File: config.mk
export PLATFORM = sky130hd
export DESIGN_NAME = uart_bank_csdec
export DESIGN_NICKNAME = d
export VERILOG_FILES = /design/src/rtl/csdec_pkg.sv /design/src/rtl/csdec_addr_map.sv /design/src/rtl/csdec_onehot.sv /design/src/rtl/csdec_rd_mux.sv /design/src/rtl/uart_bank_csdec.sv
export SDC_FILE = /design/constraint.sdc
export NUM_CORES = 1
export LEC_CHECK = 0
export BUFFER_PORTS_ARGS = -buffer_cell sky130_fd_sc_hd__buf_4
export CAP_MARGIN = 20
export CORE_AREA = 2 2 103 105
export DETAILED_ROUTE_END_ITERATION = 10
export DIE_AREA = 0 0 105 107
export HOLD_SLACK_MARGIN = 0.02
export PLACE_DENSITY = 0.71
export SKIP_CTS_REPAIR_TIMING = 1
export SLEW_MARGIN = 15
export SYNTH_ARGS = -nofsm -noshare
export SYNTH_HDL_FRONTEND = slang
export SYNTH_SLANG_ARGS = --single-unit
File: constraint.sdc
create_clock -name clk -period 1.45 [get_ports clk]
set_input_delay 0.0725 -clock clk [delete_from_list [all_inputs] [get_ports clk]]
set_output_delay 0.0725 -clock clk [all_outputs]
set_load 0.1 [all_outputs]
File: src/rtl/csdec_pkg.sv
package csdec_pkg;
    localparam int NUM_DEV  = 16;
    localparam int DEV_IW   = $clog2(NUM_DEV);
    localparam int REG_IW   = 3;
    localparam int REG_LSB  = 6;
    localparam int DEV_DW   = 8;
    localparam int BUS_DW   = 16;
    localparam int HADDR_W  = 24;
    // byte-address bit feeding each device-index bit, index 0 = LSB
    localparam int DEV_BIT_POS [DEV_IW] = '{9, 12, 15, 16};
endpackage

File: src/rtl/csdec_addr_map.sv
module csdec_addr_map #(
    parameter int AW      = csdec_pkg::HADDR_W,
    parameter int IW      = csdec_pkg::DEV_IW,
    parameter int RW      = csdec_pkg::REG_IW,
    parameter int REG_LSB = csdec_pkg::REG_LSB
) (
    input  logic [AW-1:0] addr,
    output logic [IW-1:0] dev_idx,
    output logic [RW-1:0] reg_idx
);
    logic unused_addr_bits;
    assign unused_addr_bits = ^addr;

    for (genvar i = 0; i < IW; i++) begin : g_pick
        assign dev_idx[i] = addr[csdec_pkg::DEV_BIT_POS[i]];
    end

    assign reg_idx = addr[REG_LSB +: RW];
endmodule

File: src/rtl/csdec_onehot.sv
module csdec_onehot #(
    parameter int N  = csdec_pkg::NUM_DEV,
    parameter int IW = csdec_pkg::DEV_IW
) (
    input  logic          en,
    input  logic [IW-1:0] idx,
    output logic [N-1:0]  vec
);
    for (genvar i = 0; i < N; i++) begin : g_bit
        assign vec[i] = en && (idx == IW'(i));
    end
endmodule

File: src/rtl/csdec_rd_mux.sv
module csdec_rd_mux #(
    parameter int N  = csdec_pkg::NUM_DEV,
    parameter int IW = csdec_pkg::DEV_IW,
    parameter int DW = csdec_pkg::DEV_DW
) (
    input  logic [N*DW-1:0] lanes,
    input  logic [IW-1:0]   idx,
    output logic [DW-1:0]   byte_out
);
    logic [DW-1:0] lane_arr [N];

    for (genvar i = 0; i < N; i++) begin : g_lane
        assign lane_arr[i] = lanes[i*DW +: DW];
    end

    assign byte_out = lane_arr[idx];
endmodule

File: src/rtl/uart_bank_csdec.sv
module uart_bank_csdec #(
    parameter int N_DEV   = csdec_pkg::NUM_DEV,
    parameter int AW      = csdec_pkg::HADDR_W,
    parameter int RW      = csdec_pkg::REG_IW,
    parameter int REG_LSB = csdec_pkg::REG_LSB,
    parameter int DDW     = csdec_pkg::DEV_DW,
    parameter int BDW     = csdec_pkg::BUS_DW
) (
    input  logic                 clk,
    input  logic                 rst_n,
    input  logic                 cs_n,
    input  logic                 oe_n,
    input  logic                 we_n,
    input  logic [AW-1:0]        addr,
    input  logic [BDW-1:0]       host_wdata,
    output logic [BDW-1:0]       host_rdata,
    output logic                 rd_oe,
    output logic [N_DEV-1:0]     dev_sel,
    output logic [N_DEV-1:0]     dev_wr,
    output logic [RW-1:0]        dev_reg,
    output logic [DDW-1:0]       dev_wdata,
    input  logic [N_DEV*DDW-1:0] dev_rdata,
    input  logic [N_DEV-1:0]     dev_irq,
    output logic                 irq,
    output logic [N_DEV-1:0]     irq_pending
);
    localparam int IW = $clog2(N_DEV);

    typedef struct packed {
        logic [N_DEV-1:0] sel;
        logic [N_DEV-1:0] wr;
        logic [RW-1:0]    reg_idx;
        logic [DDW-1:0]   wdata;
        logic [BDW-1:0]   rdata;
        logic             rdata_oe;
        logic             irq;
        logic [N_DEV-1:0] pending;
    } stage_t;

    stage_t stage_d, stage_q;

    logic             cs_act;
    logic             rd_act;
    logic             wr_act;
    logic [IW-1:0]    dev_idx;
    logic [RW-1:0]    reg_idx;
    logic [N_DEV-1:0] sel_vec;
    logic [DDW-1:0]   rd_byte;
    logic             unused_wdata_hi;

    assign unused_wdata_hi = ^host_wdata[BDW-1:DDW];

    assign cs_act = !cs_n;
    assign rd_act = cs_act && !oe_n;
    assign wr_act = cs_act && !we_n;

    csdec_addr_map #(
        .AW(AW), .IW(IW), .RW(RW), .REG_LSB(REG_LSB)
    ) u_map (
        .addr    (addr),
        .dev_idx (dev_idx),
        .reg_idx (reg_idx)
    );

    csdec_onehot #(
        .N(N_DEV), .IW(IW)
    ) u_sel (
        .en  (cs_act),
        .idx (dev_idx),
        .vec (sel_vec)
    );

    csdec_rd_mux #(
        .N(N_DEV), .IW(IW), .DW(DDW)
    ) u_rmux (
        .lanes    (dev_rdata),
        .idx      (dev_idx),
        .byte_out (rd_byte)
    );

    always_comb begin
        stage_d          = '0;
        stage_d.sel      = sel_vec;
        stage_d.wr       = wr_act ? sel_vec : '0;
        stage_d.reg_idx  = reg_idx;
        stage_d.wdata    = host_wdata[DDW-1:0];
        stage_d.rdata    = rd_act ? {{(BDW-DDW){1'b0}}, rd_byte} : '0;
        stage_d.rdata_oe = rd_act;
        stage_d.irq      = |dev_irq;
        stage_d.pending  = dev_irq;
    end

    always_ff @(posedge clk) begin
        if (!rst_n) begin
            stage_q <= '0;
        end else begin
            stage_q <= stage_d;
        end
    end

    assign dev_sel     = stage_q.sel;
    assign dev_wr      = stage_q.wr;
    assign dev_reg     = stage_q.reg_idx;
    assign dev_wdata   = stage_q.wdata;
    assign host_rdata  = stage_q.rdata;
    assign rd_oe       = stage_q.rdata_oe;
    assign irq         = stage_q.irq;
    assign irq_pending = stage_q.pending;
endmodule

# Word-level counts from Yosys, hierarchy flattened
# Cells that the tools add are included.
[word_totals] register_bits=77 input_bits=189 out_inout_bits=77 word_cells=54
[classes] order_cmp=1 n_eq_ne=15 muxes=3 bitwise_logic=1 n_reduce_logical=25
[ops] cell="binary-select mux 8 bit (select 4 bit)" n=1
[ops] cell="equality test 4 bit (second input constant)" n=8
[ops] cell="logical AND 1 bit" n=18
[ops] cell="equality test 4 x 3 -> 1 bit (second input constant)" n=4
[ops] cell="two-way mux 8 bit" n=2
[ops] cell="OR reduction 16 bit" n=1
[ops] cell="equality test 4 x 2 -> 1 bit (second input constant)" n=2
[ops] cell="greater-or-equal comparator 5 bit (second input constant)" n=1
[ops] cell="inverter 4 -> 5 bit" n=1
[ops] cell="equality test 4 x 1 -> 1 bit (second input constant)" n=1
[ops] cell="logical NOT 4 bit" n=1
[ops] cell="AND reduction 2 bit" n=2
[ops] cell="logical NOT 1 bit" n=3

# Longest topological paths before layout
# Gate-level depths: netlist of the first run.
[logic_depth] word_depth=4 mapped_depth=6 ltp_nobuf=3

# By module
# Synthesis of the first run repeated with hierarchy kept, for this count alone.
[unflattened] cells_unflattened=259 area_unflattened_um2=3193.1
[modules_own_cells] module="uart_bank_csdec" n_inst=1 cells_per_inst=159 area_each_um2=1989.4 seq_area_each_um2=1381.3
[modules_own_cells] module="csdec_rd_mux" n_inst=1 cells_per_inst=70 area_each_um2=1033.5 seq_area_each_um2=0.0
[modules_own_cells] module="csdec_onehot" n_inst=1 cells_per_inst=23 area_each_um2=117.6 seq_area_each_um2=0.0
[modules_own_cells] module="csdec_addr_map" n_inst=1 cells_per_inst=7 area_each_um2=52.6 seq_area_each_um2=0.0

# Least setup slack after synthesis of the first run
# No wires, ideal clock.
[synth_path] kind="input to register" from="input addr[12]" to="register stage_q (netlist bit host_rdata[5])" setup_ns=0.131 arrival_time_ns=1.078 required_time_ns=1.319 slack_ns=0.240 path_stages=5 n_path_buf=2 cell_sequence="buf_6 -> buf_6 -> mux4_2 -> mux2i_1 -> o211ai_1"
[synth_between] elab_chain_len=4
[synth_rtl] element="start: declaration" line="uart_bank_csdec.sv:14" text="input logic [AW-1:0] addr,"
[synth_rtl] element="inverter 4 -> 5 bit (implied by the code)" line="csdec_rd_mux.sv:16" text="assign byte_out = lane_arr[idx];"
[synth_rtl] element="binary-select mux 8 bit (select 4 bit)" line="csdec_rd_mux.sv:16"
[synth_rtl] element="two-way mux 8 bit (implied by the code) (2 in a row)" line="csdec_rd_mux.sv:16"
[synth_rtl] element="end signal: assignment" line="uart_bank_csdec.sv:97" text="stage_q <= stage_d;"
[synth_rtl] element="end: declaration" line="uart_bank_csdec.sv:40" text="stage_t stage_d, stage_q;"
# Every way passes these cells. The select of a mux whose other input is x is not followed.
# A chain may end at the register's enable or synchronous reset.

# Worst setup path in the final report of the first run
[layout_path] from="input oe_n" to="register stage_q (netlist bit host_rdata[7])"
[layout_between] elab_chain_len=3
[layout_rtl] element="start: declaration" line="uart_bank_csdec.sv:12" text="input logic oe_n,"
[layout_rtl] element="logical NOT 1 bit" line="uart_bank_csdec.sv:54" text="assign rd_act = cs_act && !oe_n;"
[layout_rtl] element="logical AND 1 bit" line="uart_bank_csdec.sv:54"
[layout_rtl] element="AND reduction 2 bit (no source line)"
# Every way passes these cells.

==> results.toml, run 1 <==
[run_status]
status = "finished clean"

[placement]
gp_congestion = 0.793
dp_hpwl_um = 7700
numPortBuffers = 232
placed_cells = 602

[synth]
synth_top_area_cell = "dfxtp_1"
synth_common_cells = "dfxtp_1 (69), nor2_1 (33), mux4_2 (29), and2_1 (27), nand3b_1 (12)"
yosysSeqAreaShare = 0.462
synthAdderAreaFrac = 0
synth_edf_count = 0
ys_seq_elements = 69
synth_ff_type = "dfxtp_1"
synth_top_family_by_area = "multiplexers"
synth_most_common_cell = "dfxtp_1"
synth_compound_area_frac = 0.0230
synth-xor-area-share = 0
synth_async_sr_flop_share = 0
syn_area_per_cell_um2 = 12.2
yosysTopAreaCellShare = 0.462
synth_area_um2 = 2990
synth-simple-area-share = 0.178
synth_cells = 245
synthMuxAreaShare = 0.272
yosys-top-cells-area = "dfxtp_1 (46%), mux4_2 (22%), and2_1 (5.7%)"
synth_cell_types = 27
ys.warnings.count = 0

[clock_tree]
cts_root_buf = "clkbuf_8"
h-tree-depth = 3
clk_pin_slew_ns = 0.08
cts_buffers = 9
clockBufferDepth = 2
cts_tree = "done"
cts_sinks = 69

[timing]
max_freq_ghz = 0.765
final_hold_viol_count = 0
slew_violations = 0
setup_viol = 0
period_share = 0.901
setup_tns_ns = 0
rsz0062_at_grt = "no"
period_needed_ns = 1.31

[job]
cap_violations = 0

[setup_path]
setup.worst_path.start_class = "input port"
cp-startpoint = "oe_n"
cp_data_required_time_ns = 1.71
cp_slowest_cell = "dlygate4sd3_1"
path_max_fanout = 8
crit_arrival_ns = 1.57
crit_path_end = "host_rdata[7]$_SDFF_PN0_"
endpoint_kind = "flop"
path_class = "in -> reg"
worstPathCellList = "dlygate4sd3_1 > buf_4 > nor3b_1 > nand2b_1 > o211ai_1"
slowest_delay_ns = 0.55

[hold_path]
hp-class = "in -> reg"

[die]
die-area_um2 = 11200
die_w_um = 105
fp.dieH_um = 107
fp.coreArea_um2 = 10100
std_cell_rows = 37
start_util = 0.296
ios = 266

[routing]
dr.pass1.iters = 5
vias = 2931
drt_iter0_markers = 112
via_per_inst = 4.53
routed_wl_um = 9830
ant_nets = 0
routedWlPerCell_um = 15.2
route.detailed.drc = 0

[final_layout]
nFillCells = 860
final_cells = 647
nets = 695
drive_gt1_frac = 0.564
area_delta_synth_final_pct = 79.4
antenna_cells = 0
postLayoutCoreUtil = 0.531

[global_route]
grt_pass1_wl_um = 14100
grt_overflow = 0
grt_start_max_net_pins = 29
grt_antenna_before_repair = 0
grt_pass1_vias = 2884
gr-usage-all-layers = 0.164

[power]
ir_worst_vdd_mv = 0.470
p_leak_nw = 2.46
power_density_nw_per_um2 = 960
finalPower_w = 0.00515
[per-layer routing]
| layer | routed length [um] | track usage | up-vias |
|---|---|---|---|
| met5 | 0 | 0 | - |
| met4 | 95 | 0.0562 | 0 |
| met3 | 790 | 0.0432 | 6 |
| met2 | 5150 | 0.308 | 163 |
| met1 | 3800 | 0.177 | 1365 |
| li1 | - | - | 1397 |
[worst min-delay path by stage]
stage | from | to | slack (ns) | depth (start not counted)
final | rst_n | irq$_SDFF_PN0_ | 0.08 | 3
after global routing | rst_n | irq$_SDFF_PN0_ | 0.09 | 3
after CTS | oe_n | rd_oe$_SDFF_PN0_ | -0.08 | 2
after detailed placement | host_wdata[5] | dev_wdata[5]$_SDFF_PN0_ | 0.29 | 2
after global placement | oe_n | rd_oe$_SDFF_PN0_ | 0.28 | 2
after floorplan | cs_n | rd_oe$_SDFF_PN0_ | 0.16 | 1
[power by group]
group / leakage [nW] / internal, W / switching [W]
Sequential: 0.565 / 0.00195 / 0.0000157
Clock: 0.113 / 0.000998 / 0.000793
Combinational: 1.79 / 0.000611 / 0.000781
Total: 2.46 / 0.00356 / 0.00159
[logic make-up after synthesis]
| group | after synthesis |
|---|---|
| AOI/OAI and AO/OA | 9 |
| other | 1 |
| DFF | 69 |
| buffers and inverters | 29 |
| and+or+nand+nor | 97 |
| muxes | 40 |
[placed cells by master, fill, tap and decap left out, types with 2 or more instances in the layout]
master and n:
buf_4 241, dfxtp_1 69, nor2_1 33, mux4_2 29, dlygate4sd3_1 29, and2_1 27, nand3b_1 12, nand3_1 10
clkbuf_8 9, mux2i_1 8, o211ai_1 8, conb_1 8, nor4_1 4, mux4_1 3, inv_6 3, nor3b_1 2
nand2b_1 2, nand2_1 2, or3_1 2, bufinv_16 2
[worst max-delay path, delay by kind of cell]
family,cells,cell delay [ns]
simple gates,2,0.53
buf+inv,2,0.70
compound gates,1,0.26
[through the flow]
| step | hold slack [ns] | setup WS [ns] | instance area [um2] |
|---|---|---|---|
| 6_report | 0.0799 | 0.144 | 5360 |
| 5_1_grt | 0.0862 | 0.00439 | 5360 |
| 4_1_cts | -0.0837 | 0.363 | 5070 |
| 3_5_place_dp | 0.285 | 0.0319 | 4840 |
| 3_3_place_gp | 0.284 | 0.0491 | 4840 |
| 2_1_floorplan | 0.160 | 0.240 | 3020 |
[layout make-up]
class	instances	area, um2	area share
multi-input cells	154	1460	0.272
clock buffers	9	124	0.0231
inverters	1	3.75	0.000700
repair buffers	271	2120	0.395
clock inverters	7	105	0.0196
well taps	136	170	0.0317
flip-flops and latches	69	1380	0.258
Note: power is estimated with default switching activity, not from simulation.
==> inputs of run 2 (changes only) <==
Settings changed: CORE_AREA 2 2 103 105 to 2 2 102 104, CTS_BUF_LIST set to sky130_fd_sc_hd__clkbuf_2 sky130_fd_sc_hd__clkbuf_4 sky130_fd_sc_hd__clkbuf_8, DIE_AREA 0 0 105 107 to 0 0 104 106, PLACE_DENSITY 0.71 to 0.72.
==> run 2 against run 1 <==
Net effect: design area is 0.84% lower; global-route usage up 0.80 points; maximum frequency grew 22%; via count is 1.7% higher; routed wire length up 4.3%; critical endpoint is now irq$_SDFF_PN0_; flip-flop and latch count unchanged; critical path type unchanged; combinational power about the same.
==> results.toml, run 2 (synthesis gave the netlist of run 1 again) <==
[clock_tree]
clk_pin_slew_ns = 0.07
h-tree-depth = 3
cts_tree = "done"
cts_sinks = 69
clockBufferDepth = 2
cts_root_buf = "clkbuf_8"
cts_buffers = 9

[global_route]
grt_overflow = 0
grt_pass1_vias = 2984
grt_pass1_wl_um = 14600
grt_antenna_before_repair = 0
gr-usage-all-layers = 0.172
grt_start_max_net_pins = 33

[setup_path]
path_buf_inv = 2
setup.worst_path.start_class = "input port"
endpoint_kind = "flop"
cp_data_required_time_ns = 1.65
slowest_delay_ns = 0.54
path_max_fanout = 2
path_class = "in -> reg"
path_delay_family = "buffers and inverters"
cp.depth = 4
cp_slowest_cell = "dlygate4sd3_1"
worstPathCellList = "dlygate4sd3_1 > buf_4 > nor4_1 > a41oi_1"
crit_arrival_ns = 1.28

[placement]
dp_hpwl_um = 7800
gp_congestion = 0.791
numPortBuffers = 232
pre_cts_ws_ns = 0.0494

[final_layout]
drive_gt1_frac = 0.562
final_common_cell = "buf_4"
nFillCells = 827
multi_input_comb_area_um2 = 1460
seq_area_um2 = 1380
final_cell_mix = "buf_4 (237), dfxtp_1 (69), nor2_1 (33)"
antenna_cells = 0
nets = 691
area_delta_synth_final_pct = 77.9

[routing]
vias = 2982
routedWlPerCell_um = 16.0
ant_nets = 0
dr.pass1.iters = 4
drt_iter0_markers = 105
route.detailed.drc = 0
via_per_inst = 4.64
routed_wl_um = 10300

[die]
std_cell_rows = 37
die-area_um2 = 11000
start_util = 0.299
die_w_um = 104
fp.dieH_um = 106
ios = 266
fp.coreArea_um2 = 10000

[power]
p_leak_nw = 2.43
power_switching_w = 0.00159
netSwitchingFraction = 0.321
ir_worst_vdd_mv = 0.557
power_density_nw_per_um2 = 934
pwr-share-comb = 0.281
pwr-share-seq = 0.396
power.internal_w = 0.00337
clkPwrFrac = 0.323

[timing]
hold_slack_ns = 0.0618
max_freq_ghz = 0.932
slew_violations = 0
period_share = 0.740
final_hold_viol_count = 0
setup_tns_ns = 0
period_needed_ns = 1.07
worst_slack_ns = 0.377
rsz0062_at_grt = "no"
setup_viol = 0

[job]
cap_violations = 0

[hold_path]
hp-class = "in -> reg"
holdPathStages = 3

[run_status]
status = "finished clean"
-- run 2: changes by cell type in the layout (fill, tap and decap cells not counted), sizes merged --
cell and change:
dlygate4sd3 -1, buf -3, clkinvlp +1, inv -1, clkinv +1, bufinv -1
-- run 2: area by class of cell --
| class | count | share of cell area |
|---|---|---|
| sequential | 69 | 0.260 |
| clock buffer | 9 | 0.0233 |
| tap | 136 | 0.0320 |
| timing repair buffer | 267 | 0.395 |
| clock inverter | 7 | 0.0151 |
| inverter | 1 | 0.000706 |
| multi-input combinational | 154 | 0.274 |
-- run 2: final timing paths --
path	endpoint	slack, ns	startpoint
worst max-delay path	irq$_SDFF_PN0_	0.38	dev_irq[9]
worst min-delay path	irq$_SDFF_PN0_	0.06	rst_n
-- run 2: routing by layer --
layer / part of all wire / up-vias / GRT usage
met1: 0.38 / 1421 / 0.179
li1: - / 1383 / -
met2: 0.53 / 166 / 0.328
met5: 0 / - / 0
met4: 0.014 / 0 / 0.0705
met3: 0.077 / 12 / 0.0417
-- run 2: metrics by stage --
stage,util,cells,total power [W],cell area [um2]
after floorplan,-,252,0.00286,3020
after CTS,0.504,615,0.00493,5040
after global routing,0.532,643,0.00515,5320
final,0.532,643,0.00497,5320
after detailed placement,0.483,599,0.00335,4830
after global placement,0.483,599,0.00333,4830
-- run 2: power groups by stage --
| stage | Clock [W] | Sequential (W) | Combinational [W] |
|---|---|---|---|
| after floorplan | 0 | 0.00243 | 0.000425 |
| after global placement | 0 | 0.00201 | 0.00132 |
| after detailed placement | 0 | 0.00201 | 0.00133 |
| after CTS | 0.00163 | 0.00197 | 0.00134 |
| after global routing | 0.00172 | 0.00197 | 0.00146 |
| final | 0.00160 | 0.00197 | 0.00139 |
